===== src/rtl/pio_pkg.sv =====
package pio_pkg;
    localparam int BUS_W  = 8;
    localparam int ADDR_W = 3;

    localparam logic [ADDR_W-1:0] A_CTRL  = 3'd0;
    localparam logic [ADDR_W-1:0] A_PDATA = 3'd1;
    localparam logic [ADDR_W-1:0] A_PDIR  = 3'd2;
    localparam logic [ADDR_W-1:0] A_CAPT  = 3'd3;
    localparam logic [ADDR_W-1:0] A_OUTP  = 3'd4;

    // writable control bits; bit order is the software-visible layout
    typedef struct packed {
        logic irq_en;
        logic open_drain;
        logic full_hs;
        logic out_hs;
        logic pulse_sel;
        logic rise_edge;
        logic strobe_pol;
    } pio_cfg_t;

    localparam pio_cfg_t CFG_RST = '{strobe_pol: 1'b1, default: 1'b0};

    typedef enum logic [1:0] {
        HS_SIMPLE = 2'd0,
        HS_INPUT  = 2'd1,
        HS_OUTPUT = 2'd2
    } hs_mode_e;

    function automatic hs_mode_e decode_mode(input pio_cfg_t c);
        if (!c.full_hs)
            return HS_SIMPLE;
        return c.out_hs ? HS_OUTPUT : HS_INPUT;
    endfunction
endpackage


===== src/rtl/pio_sync_edge.sv =====
module pio_sync_edge #(
    parameter int W      = 8,
    parameter int STAGES = 2
) (
    input  logic         clk,
    input  logic         rst,
    input  logic [W-1:0] pins,
    input  logic         stb,
    input  logic         rise_sel,
    output logic [W-1:0] pins_sync,
    output logic         edge_hit
);
    logic [STAGES-1:0] stb_sh;
    logic              stb_prev;
    logic [W-1:0]      pin_sh [STAGES];

    always_ff @(posedge clk) begin
        if (rst) begin
            stb_sh   <= '0;
            stb_prev <= 1'b0;
            for (int i = 0; i < STAGES; i++)
                pin_sh[i] <= '0;
        end else begin
            stb_sh   <= {stb_sh[STAGES-2:0], stb};
            stb_prev <= stb_sh[STAGES-1];
            pin_sh[0] <= pins;
            for (int i = 1; i < STAGES; i++)
                pin_sh[i] <= pin_sh[i-1];
        end
    end

    assign pins_sync = pin_sh[STAGES-1];
    assign edge_hit  = rise_sel ? ( stb_sh[STAGES-1] & ~stb_prev)
                                : (~stb_sh[STAGES-1] &  stb_prev);
endmodule


===== src/rtl/pio_pin_drv.sv =====
module pio_pin_drv #(
    parameter int W = 8
) (
    input  logic         clk,
    input  logic         rst,
    input  logic [W-1:0] dir,
    input  logic [W-1:0] data,
    input  logic         open_drain,
    output logic [W-1:0] pc_out,
    output logic [W-1:0] pc_oe
);
    for (genvar b = 0; b < W; b++) begin : g_bit
        always_comb begin
            if (open_drain) begin
                pc_out[b] = 1'b0;
                pc_oe[b]  = dir[b] & ~data[b];
            end else begin
                pc_out[b] = data[b];
                pc_oe[b]  = dir[b];
            end
        end
    end

    AST_OD_NEVER_HIGH: assert property (@(posedge clk) disable iff (rst)
        open_drain |-> ((pc_oe & pc_out) == '0));
    AST_INPUT_RELEASED: assert property (@(posedge clk) disable iff (rst)
        (pc_oe & ~dir) == '0);
endmodule


===== src/rtl/pio_strobe_gen.sv =====
module pio_strobe_gen
    import pio_pkg::*;
#(
    parameter int PULSE_LEN = 2
) (
    input  logic     clk,
    input  logic     rst,
    input  hs_mode_e mode,
    input  logic     pulse_sel,
    input  logic     pol,
    input  logic     wr_out,
    input  logic     in_edge,
    input  logic     flag_clr,
    output logic     stb_out
);
    localparam int CNT_W = $clog2(PULSE_LEN + 1);

    logic             hold_q;
    logic [CNT_W-1:0] cnt_q;
    logic             trig, rel, pulse_mode, act;

    always_comb begin
        pulse_mode = (mode == HS_SIMPLE) || pulse_sel;
        unique case (mode)
            HS_INPUT:  begin trig = in_edge; rel = flag_clr; end
            HS_OUTPUT: begin trig = wr_out;  rel = in_edge;  end
            default:   begin trig = wr_out;  rel = 1'b0;     end
        endcase
    end

    always_ff @(posedge clk) begin
        if (rst) begin
            hold_q <= 1'b0;
            cnt_q  <= '0;
        end else begin
            if (pulse_mode)  hold_q <= 1'b0;
            else if (trig)   hold_q <= 1'b1;
            else if (rel)    hold_q <= 1'b0;

            if (pulse_mode && trig) cnt_q <= CNT_W'(PULSE_LEN);
            else if (cnt_q != '0)   cnt_q <= cnt_q - 1'b1;
        end
    end

    assign act     = hold_q | (cnt_q != '0);
    assign stb_out = pol ? act : ~act;

    AST_PULSE_STARTS: assert property (@(posedge clk) disable iff (rst)
        (pulse_mode && trig) |=> (stb_out == $past(pol)));
    AST_LEVEL_HOLDS: assert property (@(posedge clk) disable iff (rst)
        (hold_q && !pulse_mode && !rel) |=> hold_q);
endmodule


===== src/rtl/pio_hs_unit.sv =====
module pio_hs_unit
    import pio_pkg::*;
(
    input  logic              clk,
    input  logic              rst,
    input  logic              bus_sel,
    input  logic              bus_wr,
    input  logic              bus_rd,
    input  logic [ADDR_W-1:0] bus_addr,
    input  logic [BUS_W-1:0]  bus_wdata,
    output logic [BUS_W-1:0]  bus_rdata,
    input  logic [BUS_W-1:0]  pc_in,
    output logic [BUS_W-1:0]  pc_out,
    output logic [BUS_W-1:0]  pc_oe,
    output logic [BUS_W-1:0]  pb_out,
    input  logic              stb_in,
    output logic              stb_out,
    output logic              irq
);
    pio_cfg_t         cfg_q;
    logic [BUS_W-1:0] dir_q, dat_q, capt_q, outp_q, pins_s;
    logic             flag_q, arm_q, edge_hit;
    logic             wr_en, rd_en, rd_ctrl, rd_capt, flag_clr;

    assign wr_en    = bus_sel & bus_wr;
    assign rd_en    = bus_sel & bus_rd;
    assign rd_ctrl  = rd_en && bus_addr == A_CTRL;
    assign rd_capt  = rd_en && bus_addr == A_CAPT;
    assign flag_clr = arm_q & rd_capt;

    pio_sync_edge #(.W(BUS_W), .STAGES(2)) u_sync (
        .clk(clk), .rst(rst), .pins(pc_in), .stb(stb_in),
        .rise_sel(cfg_q.rise_edge), .pins_sync(pins_s), .edge_hit(edge_hit)
    );

    always_ff @(posedge clk) begin
        if (rst) begin
            cfg_q  <= CFG_RST;
            dir_q  <= '0;
            dat_q  <= '0;
            outp_q <= '0;
        end else if (wr_en) begin
            unique case (bus_addr)
                A_CTRL:  cfg_q  <= pio_cfg_t'(bus_wdata[6:0]);
                A_PDATA: dat_q  <= bus_wdata;
                A_PDIR:  dir_q  <= bus_wdata;
                A_OUTP:  outp_q <= bus_wdata;
                default: ;
            endcase
        end
    end

    always_ff @(posedge clk) begin
        if (rst) begin
            capt_q <= '0;
            flag_q <= 1'b0;
            arm_q  <= 1'b0;
        end else begin
            if (edge_hit) capt_q <= pins_s;
            if (edge_hit)      flag_q <= 1'b1;
            else if (flag_clr) flag_q <= 1'b0;
            if (flag_clr)                arm_q <= 1'b0;
            else if (rd_ctrl && flag_q)  arm_q <= 1'b1;
        end
    end

    always_comb begin
        bus_rdata = '0;
        if (rd_en) begin
            unique case (bus_addr)
                A_CTRL:  bus_rdata = {flag_q, cfg_q};
                A_PDATA: bus_rdata = (dat_q & dir_q) | (pins_s & ~dir_q);
                A_PDIR:  bus_rdata = dir_q;
                A_CAPT:  bus_rdata = capt_q;
                A_OUTP:  bus_rdata = outp_q;
                default: bus_rdata = '0;
            endcase
        end
    end

    pio_pin_drv #(.W(BUS_W)) u_pins (
        .clk(clk), .rst(rst), .dir(dir_q), .data(dat_q),
        .open_drain(cfg_q.open_drain), .pc_out(pc_out), .pc_oe(pc_oe)
    );

    pio_strobe_gen #(.PULSE_LEN(2)) u_strobe (
        .clk(clk), .rst(rst), .mode(decode_mode(cfg_q)),
        .pulse_sel(cfg_q.pulse_sel), .pol(cfg_q.strobe_pol),
        .wr_out(wr_en && bus_addr == A_OUTP), .in_edge(edge_hit),
        .flag_clr(flag_clr), .stb_out(stb_out)
    );

    assign pb_out = outp_q;
    assign irq    = flag_q & cfg_q.irq_en;

    AST_FLAG_SETS: assert property (@(posedge clk) disable iff (rst)
        edge_hit |=> flag_q);
    AST_CAPT_FROZEN: assert property (@(posedge clk) disable iff (rst)
        !edge_hit |=> $stable(capt_q));
    AST_FLAG_STICKY: assert property (@(posedge clk) disable iff (rst)
        (flag_q && !rd_capt) |=> flag_q);
    AST_FLAG_CLEARS: assert property (@(posedge clk) disable iff (rst)
        (flag_clr && !edge_hit) |=> !flag_q);
    AST_IRQ_NEEDS_FLAG: assert property (@(posedge clk) disable iff (rst)
        irq |-> flag_q);
endmodule


===== config.mk =====
export PLATFORM = sky130hd
export DESIGN_NAME = pio_hs_unit
export DESIGN_NICKNAME = d
export VERILOG_FILES = /design/src/rtl/pio_pkg.sv /design/src/rtl/pio_sync_edge.sv /design/src/rtl/pio_pin_drv.sv /design/src/rtl/pio_strobe_gen.sv /design/src/rtl/pio_hs_unit.sv
export SDC_FILE = /design/constraint.sdc
export NUM_CORES = 1
export LEC_CHECK = 0
export BUFFER_PORTS_ARGS = -buffer_cell sky130_fd_sc_hd__buf_2
export CELL_PAD_IN_SITES_DETAIL_PLACEMENT = 0
export CELL_PAD_IN_SITES_GLOBAL_PLACEMENT = 1
export CORE_MARGIN = 2
export CORE_UTILIZATION = 30
export CTS_BUF_LIST = sky130_fd_sc_hd__clkbuf_4
export DETAILED_ROUTE_END_ITERATION = 16
export HOLD_SLACK_MARGIN = 0.02
export PLACE_DENSITY = 0.6
export SLEW_MARGIN = 20
export SYNTH_ARGS = -nofsm -noshare
export SYNTH_HDL_FRONTEND = slang
export SYNTH_SLANG_ARGS = --single-unit

===== constraint.sdc =====
create_clock -name clk -period 2 [get_ports clk]
set_input_delay 0.4 -clock clk [delete_from_list [all_inputs] [get_ports clk]]
set_output_delay 0.4 -clock clk [all_outputs]
set_load 0.01 [all_outputs]

==> flow_metrics.tcl, run 1 <==
set metrics [dict create \
    outcome "finished with violations" \
    failed_checks "negative setup slack" \
    leakage_nw 1.458 \
    yosys_most_used_dff "dfxtp_1" \
    timing.critical_path.required_ps 1600 \
    switchingPower_w 0.0006489 \
    detailed_place_hpwl_mm 5.711 \
    rsz0062_at_grt "yes" \
    gpl.final_weighted_congestion 0.8199 \
    placed_area_mm2 0.003368 \
    routed_wl_mm 7.887 \
    dp_slack_ps -101.2 \
    timing.final.ws_setup_ps -21.62 \
    worst_hold_slack_ps 193.5 \
    rows 35 \
    cts_hold_buffers 0 \
    die_area_mm2 0.01008 \
    seq_power_share 0.537 \
    synth.ff_latch_count 63 \
    portBuffers 58 \
    io_pins 59 \
    synth_area_leader_cell "dfxtp_1" \
    sequential_cell_area_fraction_in_the_yosys_report 0.4526 \
    crit_path_max_fanout 2 \
    finalInstanceArea_mm2 0.003587 \
    num_vias 2425 \
    area_delta_synth_final_pct 28.74 \
    max_clock_freq_mhz 494.7 \
    grt_usage 0.1605 \
    worstSetupPathType "reg2out" \
    post_synth_inst_count 304 \
    cts_tree "yes" \
    area_used_by_multi_input_combinational_logic_mm2 0.001483 \
    antenna_cells_inserted 0 \
    die-width_um 100.4 \
    finalWorstPathRequiredPeriod_ps 2022 \
    crit_arrival_ps 1620 \
    pwr_density_cell_mw_per_mm2 675.5 \
    synth-edff-count 0 \
    clock_power_share 0.366 \
    internal_power_w 0.001774 \
    clock_tree.buffer_depth 2 \
    worst_setup_path_start_kind "flip-flop" \
    clock_sinks 63 \
    timing_max_transition_violations_final 0 \
    net_count_after_synthesis 329 \
    yosys.cell_types.count 35 \
    period_share 1.011 \
    drt_pass1_iterations 4 \
    timing.final.hold_violations 0 \
    nFillCells 957 \
    min_delay_worst_type "in2reg" \
    wire_per_inst_um 15.84 \
    die_height_um 100.4 \
    tns_ps -21.62 \
    regArea_mm2 0.001272 \
    relSlewSlack 0.6379 \
    start_util 0.3059 \
    drt_first_iter_violations 118 \
    swShare 0.2678 \
    setup_viol_count_final 1 \
    antenna_left 0 \
    numCtsBuffers 9 \
    grt-ovfl-total 0 \
    timing.critical_path.from "dir_q[0]$_SDFFE_PP0P_" \
    yosys.area.top_type_share 0.4526 \
    mean_cell_area_of_the_mapped_netlist_um2 9.166 \
    worst_ir_drop_vdd_uv 272.8 \
    grt_antenna_before_repair 0 \
    cts_clock_pin_slew_for_the_worst_setup_and_hold_paths_ps 120 \
    grt_start_max_net_pins 28 \
    cap_viol_max_count 0 \
    synthArstFlopShare 0 \
    clock-root-buffer "clkbuf_4" \
    crit-reg2reg-launch "u_sync.stb_sh[1]$_SDFF_PP0_" \
    clock_latency_on_the_worst_skew_pair_ps 400 \
    floorplan_core_area_mm2 0.009109 \
    tightestPinTransition_ps 543.2 \
    grt_first_pass_wirelength_mm 12.17 \
    fin_worst_skew_ps 8.182 \
    design.final.nets 407 \
    synthTopCellsByArea "dfxtp_1, mux2i_1, nor2b_1, a21oi_1, nor2_1" \
    yosys_warnings 0 \
    via_count_of_the_first_global_routing_pass 2125 \
    drt-vias-per-instance 4.869 \
    layout-drive-gt1-share 0.3307 \
    setup.worst_path.end_class "output pin" \
    comb_power_share 0.097 \
    synthesis.area_mm2 0.002786 \
    drc 0 \
    htree_num_levels 3 \
    hold_start "pc_in[5]" \
]
## cell type report
class | instances | area share
clock buffers | 9 | 0.01884
clock inverters | 7 | 0.01988
inverters | 1 | 0.001046
multi-input cells | 219 | 0.4133
flip-flops and latches | 63 | 0.3547
well taps | 111 | 0.03872
repair buffers | 88 | 0.1535
## stage by stage
step / cells / util / total power (W)
2_1_floorplan: 304 / - / 0.001446
3_3_place_gp: 481 / 0.3698 / 0.001554
3_5_place_dp: 481 / 0.3698 / 0.001555
4_1_cts: 498 / 0.3880 / 0.002456
5_1_grt: 498 / 0.3938 / 0.002539
6_report: 498 / 0.3938 / 0.002423
## worst max-delay path: stages (launching register included)
cell,delay [ps]
dfxtp_2,330
nand3b_1,140
a21oi_1,120
a21oi_1,60
o32ai_2,300
buf_4,170
buf_6,90
## per-layer routing
layer	up-vias	part of all wire	GRT usage
li1	1219	-	-
met1	1134	0.50	0.2311
met2	64	0.45	0.2421
met3	8	0.038	0.02368
met4	0	0.012	0.06006
met5	-	0	0
## state kept, by name, indices dropped and copies added, names as in the netlist
name             count
arm_q                1
pb_out               8
u_sync.stb_sh        2
u_strobe.hold_q      1
u_strobe.cnt_q       2
capt_q               8
u_sync.stb_prev      1
cfg_q                7
dat_q                8
flag_q               1
u_sync.pin_sh       16
dir_q                8
## cell usage after synthesis (5+ instances only)
master,count
buf_2,6
a21boi_0,9
nor2b_1,34
nand2b_1,9
a21oi_1,26
nor3b_1,6
dfxtp_1,63
a2bb2oi_1,9
nor2_1,34
mux2i_1,30
nand2_1,20
clkbuf_1,14
nand3b_1,5
## cell usage in the layout (no fill, tap or decap), drive strengths merged, types with 2 or more instances in the layout
cell type,count
mux2i,30
nor2,34
nand3b,5
a21oi,26
inv,3
nand3,2
nand2,20
nor2b,34
o21ai,2
clkbuf,9
o32ai,4
nand2b,9
a211o,2
a21o,4
nor3b,6
o22ai,4
buf,88
a31oi,2
nor3,2
clkinv,4
a21boi,9
nor4,2
a32oi,4
a2bb2oi,9
dfxtp,63
## kinds of logic after synthesis
group / Yosys count / share of synthesized area
simple gates: 120 / 0.2375
compound gates: 68 / 0.1652
flops: 63 / 0.4526
mux: 30 / 0.1078
buf+inv: 22 / 0.03368
xor+xnor: 1 / 0.003144
## what timing repair did
item                                    in CTS  in global routing
setup buffers                                1                  0
gates resized for setup                      5                 17
pin swaps                                    2                  1
endpoints found under the setup margin       4                  9
## power groups by stage
stage	logic, W	clock network, W	registers [W]
detailed placement	0.000226	0	0.00133
finish	0.000235	0.000888	0.00130
global route	0.000256	0.000978	0.00130
global placement	0.000225	0	0.00133
floorplan	0.000124	0	0.00132
CTS	0.000231	0.000925	0.00130
## final timing paths
check | endpoint | slack (ps) | cells after the start
max | bus_rdata[0] | -20 | 6
min | u_sync.pin_sh[0][5]$_SDFF_PP0_ | 190 | 2
max reg2reg | capt_q[0]$_SDFFE_PP0P_ | 560 | 5
min reg2reg | u_sync.pin_sh[0][15]$_SDFF_PP0_ | 450 | 1
No activity file was read; power rests on OpenSTA's default activity.
==> run 2: changes to the inputs <==
--- a/config.mk
+++ b/config.mk
@@ -14,6 +14,7 @@
 export DETAILED_ROUTE_END_ITERATION = 16
 export HOLD_SLACK_MARGIN = 0.02
 export PLACE_DENSITY = 0.6
+export SKIP_CTS_REPAIR_TIMING = 1
 export SLEW_MARGIN = 20
 export SYNTH_ARGS = -nofsm -noshare
 export SYNTH_HDL_FRONTEND = slang
==> flow_metrics.tcl, run 2 (same netlist as run 1, synthesis figures left out) <==
set metrics [dict create \
    hold_start "pc_in[5]" \
    rsz0062_at_grt "yes" \
    outcome "finished with violations" \
    holdPathEnd "u_sync.pin_sh[0][5]$_SDFF_PP0_" \
    grt-ovfl-total 0 \
    nFillCells 957 \
    clock_tree.buffer_depth 2 \
    layout-drive-gt1-share 0.3307 \
    crit_path_max_fanout 3 \
    worstSetupPathType "reg2out" \
    pwr_density_cell_mw_per_mm2 674.8 \
    setup.worst_path.end_class "output pin" \
    fin_worst_skew_ps 7.959 \
    switchingPower_w 0.0006462 \
    max_clock_freq_mhz 483.7 \
    relSlewSlack 0.6392 \
    setup_viol_count_final 1 \
    worst_setup_path_start_kind "flip-flop" \
    crit-reg2reg-launch "u_sync.stb_sh[1]$_SDFF_PP0_" \
    portBuffers 58 \
    timing.critical_path.required_ps 1600 \
    drt-vias-per-instance 4.839 \
    clock-root-buffer "clkbuf_4" \
    cap_viol_max_count 0 \
    wire_per_inst_um 15.79 \
    failed_checks "negative setup slack" \
    clock_sinks 63 \
    final_common_cell "buf_2" \
    io_pins 59 \
    internal_power_w 0.001774 \
    grt_first_pass_wirelength_mm 12.08 \
    layout_common_cells "buf_2, dfxtp_1, nor2_1" \
    num_vias 2410 \
    cts_tree "yes" \
    die-width_um 100.4 \
    post-route-util 0.3938 \
    largest_register_ff_count 16 \
    numCtsBuffers 9 \
    cts_clock_pin_slew_for_the_worst_setup_and_hold_paths_ps 120 \
    design.final.nets 407 \
    min_delay_worst_type "in2reg" \
    start_util 0.3059 \
    worst_ir_drop_vdd_uv 272.9 \
    timing.final.hold_violations 0 \
    max_flop_register "u_sync.pin_sh" \
    floorplan_core_area_mm2 0.009109 \
    via_count_of_the_first_global_routing_pass 2118 \
    dp_slack_ps -101.2 \
    comb_power_share 0.096 \
    timing_max_transition_violations_final 0 \
    antenna_cells_inserted 0 \
    drt_pass1_iterations 4 \
    grt_usage 0.1594 \
    die_area_mm2 0.01008 \
    antenna_left 0 \
    timing.final.ws_setup_ps -67.59 \
    grt_antenna_before_repair 0 \
    area_delta_synth_final_pct 28.74 \
    swShare 0.2670 \
    rows 35 \
    routed_wl_mm 7.862 \
    r2r-end "capt_q[0]$_SDFFE_PP0P_" \
    min_delay_path_depth 2 \
    clock_power_share 0.366 \
    count_of_cells_along_the_worst_register_to_register_path 5 \
    drt_first_iter_violations 93 \
    leakage_nw 1.458 \
    detailed_place_hpwl_mm 5.711 \
    crit_arrival_ps 1670 \
    gpl.final_weighted_congestion 0.8199 \
    tightestPinTransition_ps 541.2 \
    finalWorstPathRequiredPeriod_ps 2068 \
    rrSetupSlack_ps 560 \
    grt_start_max_net_pins 28 \
    die_height_um 100.4 \
    seq_power_share 0.537 \
    htree_num_levels 3 \
    period_share 1.034 \
    clock_latency_on_the_worst_skew_pair_ps 400 \
    drc 0 \
]
## run 2: cell counts in the layout (fill, tap and decap cells not counted)
Identical to the previous run, type by type.
## run 2: metal layers
layer | vias to the layer above | GRT usage | share of wire
met5 | - | 0 | 0
met4 | 0 | 0.06006 | 0.0052
met3 | 2 | 0.02368 | 0.033
met2 | 59 | 0.2416 | 0.46
met1 | 1128 | 0.2286 | 0.50
li1 | 1221 | - | -
## run 2: worst max-delay path, cell delays in order, from the launching register on
cell      delay, ps
dfxtp_2         340
nand3b_1        140
a21oi_1         120
a21oi_1          70
o32ai_2         340
buf_4           170
buf_6            90
## run 2: per-stage QoR
stage | cell area (um^2) | hold slack (ps) | std cells | total power, W | setup TNS (ps)
finish | 3587 | 199.5 | 498 | 0.002421 | -67.59
global route | 3587 | 171.4 | 498 | 0.002539 | -203.4
CTS | 3507 | 167.3 | 497 | 0.002453 | -242.9
detailed placement | 3368 | 420.4 | 481 | 0.001555 | -101.5
global placement | 3368 | 418.4 | 481 | 0.001554 | -113.0
floorplan | 2786 | 413.8 | 304 | 0.001446 | -145.3
## run 2: cell type report
type | count | area [um^2] | share of cell area
flip-flops and latches | 63 | 1272 | 0.3547
clock buffers | 9 | 67.56 | 0.01884
clock inverters | 7 | 71.32 | 0.01988
repair buffers | 88 | 550.5 | 0.1535
inverters | 1 | 3.754 | 0.001046
multi-input cells | 219 | 1483 | 0.4133
well taps | 111 | 138.9 | 0.03872
## run 2: worst max-delay path by stage
stage	start	endpoint
after floorplan	bus_addr[1]	bus_rdata[6]
after global placement	bus_addr[0]	bus_rdata[0]
after detailed placement	bus_addr[1]	bus_rdata[0]
after CTS	dir_q[0]$_SDFFE_PP0P_	bus_rdata[0]
after global routing	dir_q[0]$_SDFFE_PP0P_	bus_rdata[0]
final	dir_q[0]$_SDFFE_PP0P_	bus_rdata[0]
## run 2: power by group through the flow
stage / logic, W / registers (W) / clock network (W)
finish: 0.000234 / 0.00130 / 0.000887
global route: 0.000256 / 0.00130 / 0.000978
CTS: 0.000228 / 0.00130 / 0.000925
detailed placement: 0.000226 / 0.00133 / 0
global placement: 0.000225 / 0.00133 / 0
floorplan: 0.000124 / 0.00132 / 0
==> run 3: changes to the inputs <==
==> constraint.sdc (replaced) <==
create_clock -name clk -period 2.1 [get_ports clk]
set_input_delay 0.42 -clock clk [delete_from_list [all_inputs] [get_ports clk]]
set_output_delay 0.42 -clock clk [all_outputs]
set_load 0.01 [all_outputs]
==> flow_metrics.tcl, run 3 (same netlist as run 1, synthesis figures left out) <==
set metrics [dict create \
    crit-reg2reg-launch "u_sync.stb_sh[1]$_SDFF_PP0_" \
    wire_per_inst_um 15.54 \
    design.final.nets 397 \
    timing_max_transition_violations_final 0 \
    max_clock_freq_mhz 498.8 \
    grt-ovfl-total 0 \
    grt_start_max_net_pins 36 \
    drc 0 \
    setup.worst_path.end_class "output pin" \
    floorplan_core_area_mm2 0.009109 \
    timing.critical_path.required_ps 1680 \
    placed_cells 472 \
    die-width_um 100.4 \
    gpl.final_weighted_congestion 0.8079 \
    start_util 0.3059 \
    fin_worst_skew_ps 9.626 \
    clock_latency_on_the_worst_skew_pair_ps 410 \
    worstSetupPathType "reg2out" \
    cts_tree "yes" \
    htree_num_levels 3 \
    drt_pass1_iterations 4 \
    worst_setup_path_start_kind "flip-flop" \
    clock-root-buffer "clkbuf_4" \
    largest_register_ff_count 16 \
    grtUsageMet1 0.2130 \
    crit_chain "nand3b_1, a21oi_2, a21oi_1, o32ai_2, buf_2" \
    instances_no_fill 488 \
    leakage_nw 1.398 \
    count_of_cells_along_the_worst_register_to_register_path 5 \
    finalWorstPathRequiredPeriod_ps 2005 \
    finalInstanceArea_mm2 0.003493 \
    die_area_mm2 0.01008 \
    grt_first_pass_wirelength_mm 11.89 \
    numCtsBuffers 9 \
    final_common_cell "dfxtp_1" \
    globalRouteMet3Util 0.04666 \
    grt_antenna_before_repair 0 \
    setup_viol_count_final 0 \
    grt_usage 0.1576 \
    worst_setup_path_endpoint "bus_rdata[0]" \
    area_delta_synth_final_pct 25.37 \
    placed_area_mm2 0.003301 \
    crit_path_max_fanout 4 \
    clock_sinks 63 \
    period_share 0.9547 \
    layout-drive-gt1-share 0.2812 \
    drt_first_iter_violations 81 \
    min_delay_worst_type "in2reg" \
    clock_tree.buffer_depth 2 \
    detailed_place_hpwl_mm 5.608 \
    routed_wl_mm 7.585 \
    relSlewSlack 0.6206 \
    portBuffers 58 \
    max_flop_register "u_sync.pin_sh" \
    global_route.peak_usage_layer "met2" \
    cap_viol_max_count 0 \
    num_vias 2376 \
    drt-vias-per-instance 4.869 \
    io_pins 59 \
    via_count_of_the_first_global_routing_pass 2119 \
    die_height_um 100.4 \
    critical-path-slowest-cell "dfxtp_2" \
    layout_common_cells "dfxtp_1, buf_2, nor2_1" \
    worst_ir_drop_vdd_uv 343.0 \
    cts_clock_pin_slew_for_the_worst_setup_and_hold_paths_ps 110 \
    crit_arrival_ps 1580 \
    grt_use_met2 0.2478 \
    timing.final.hold_violations 0 \
    rsz0062_at_grt "yes" \
    antenna_left 0 \
    pwr_density_cell_mw_per_mm2 682.8 \
    timing.critical_path.from "dir_q[0]$_SDFFE_PP0P_" \
    outcome "finished clean" \
    rrSetupSlack_ps 670 \
    rows 35 \
    antenna_cells_inserted 0 \
    r2r-end "u_strobe.cnt_q[0]$_SDFFE_PP0P_" \
    tightestPinTransition_ps 569.1 \
    delay_of_the_slowest_cell_on_the_worst_path_ps 350 \
]
run 3: cell count changes in the layout (fill, tap and decap cells not counted), moves of 2 or more:
cell | previous run | this run
a2bb2oi_1 | 7 | 9
a2bb2oi_2 | 2 | 0
buf_4 | 27 | 18
buf_6 | 2 | 0
clkinv_2 | 3 | 1
dfxtp_1 | 54 | 60
dfxtp_2 | 9 | 3
inv_6 | 2 | 0
nor3b_1 | 4 | 6
nor3b_2 | 2 | 0
run 3: area by class of cell:
| type | instances | area [um^2] |
|---|---|---|
| timing repair buffer | 78 | 465.4 |
| multi-input combinational | 219 | 1460 |
| tap | 111 | 138.9 |
| clock buffer | 10 | 75.07 |
| fill | 954 | 5615 |
| inverter | 1 | 3.754 |
| sequential | 63 | 1265 |
| clock inverter | 6 | 85.08 |
run 3: worst min path at each step:
stage                                           end  cells past startpoint                            from  slack [ps]
floorplan           u_sync.pin_sh[0][10]$_SDFF_PP0_                      1  u_sync.pin_sh[0][2]$_SDFF_PP0_         410
global placement        u_sync.stb_sh[1]$_SDFF_PP0_                      1     u_sync.stb_sh[0]$_SDFF_PP0_         420
detailed placement   u_sync.pin_sh[0][8]$_SDFF_PP0_                      1  u_sync.pin_sh[0][0]$_SDFF_PP0_         420
CTS                     u_sync.stb_sh[0]$_SDFF_PP0_                      2                          stb_in         190
global route         u_sync.pin_sh[0][6]$_SDFF_PP0_                      2                        pc_in[6]         170
finish               u_sync.pin_sh[0][5]$_SDFF_PP0_                      2                        pc_in[5]         210
run 3: critical path, delay by kind of cell, from the launching register on:
kind	cells	cell delay [ps]
flip-flops	1	350
buffers and inverters	1	190
AND/OR/NAND/NOR	1	160
AO/OA/AOI/OAI	3	480
run 3: layer usage:
| layer | vias up | share of wire |
|---|---|---|
| met5 | - | 0 |
| met4 | 0 | 0.0021 |
| met3 | 3 | 0.053 |
| met2 | 71 | 0.47 |
| met1 | 1097 | 0.47 |
| li1 | 1205 | - |
run 3: power breakdown:
part	leakage, nW	switching [W]	internal, W
Combinational	0.800	0.000114	0.0000911
Clock	0.0840	0.000450	0.000492
Sequential	0.514	0.0000170	0.00122
Total	1.40	0.000581	0.00180
run 3: through the flow:
step	hold slack [ps]	total power [W]	TNS, ps	setup slack (ps)	utilization
5_1_grt	170.4	0.002497	-35.81	-35.81	0.3835
2_1_floorplan	413.8	0.001378	0	32.27	-
6_report	213.6	0.002385	0	95.15	0.3835
3_3_place_gp	415.7	0.001469	0	4.289	0.3624
4_1_cts	186.8	0.002421	-23.34	-23.34	0.3799
3_5_place_dp	423.1	0.001470	0	39.49	0.3624
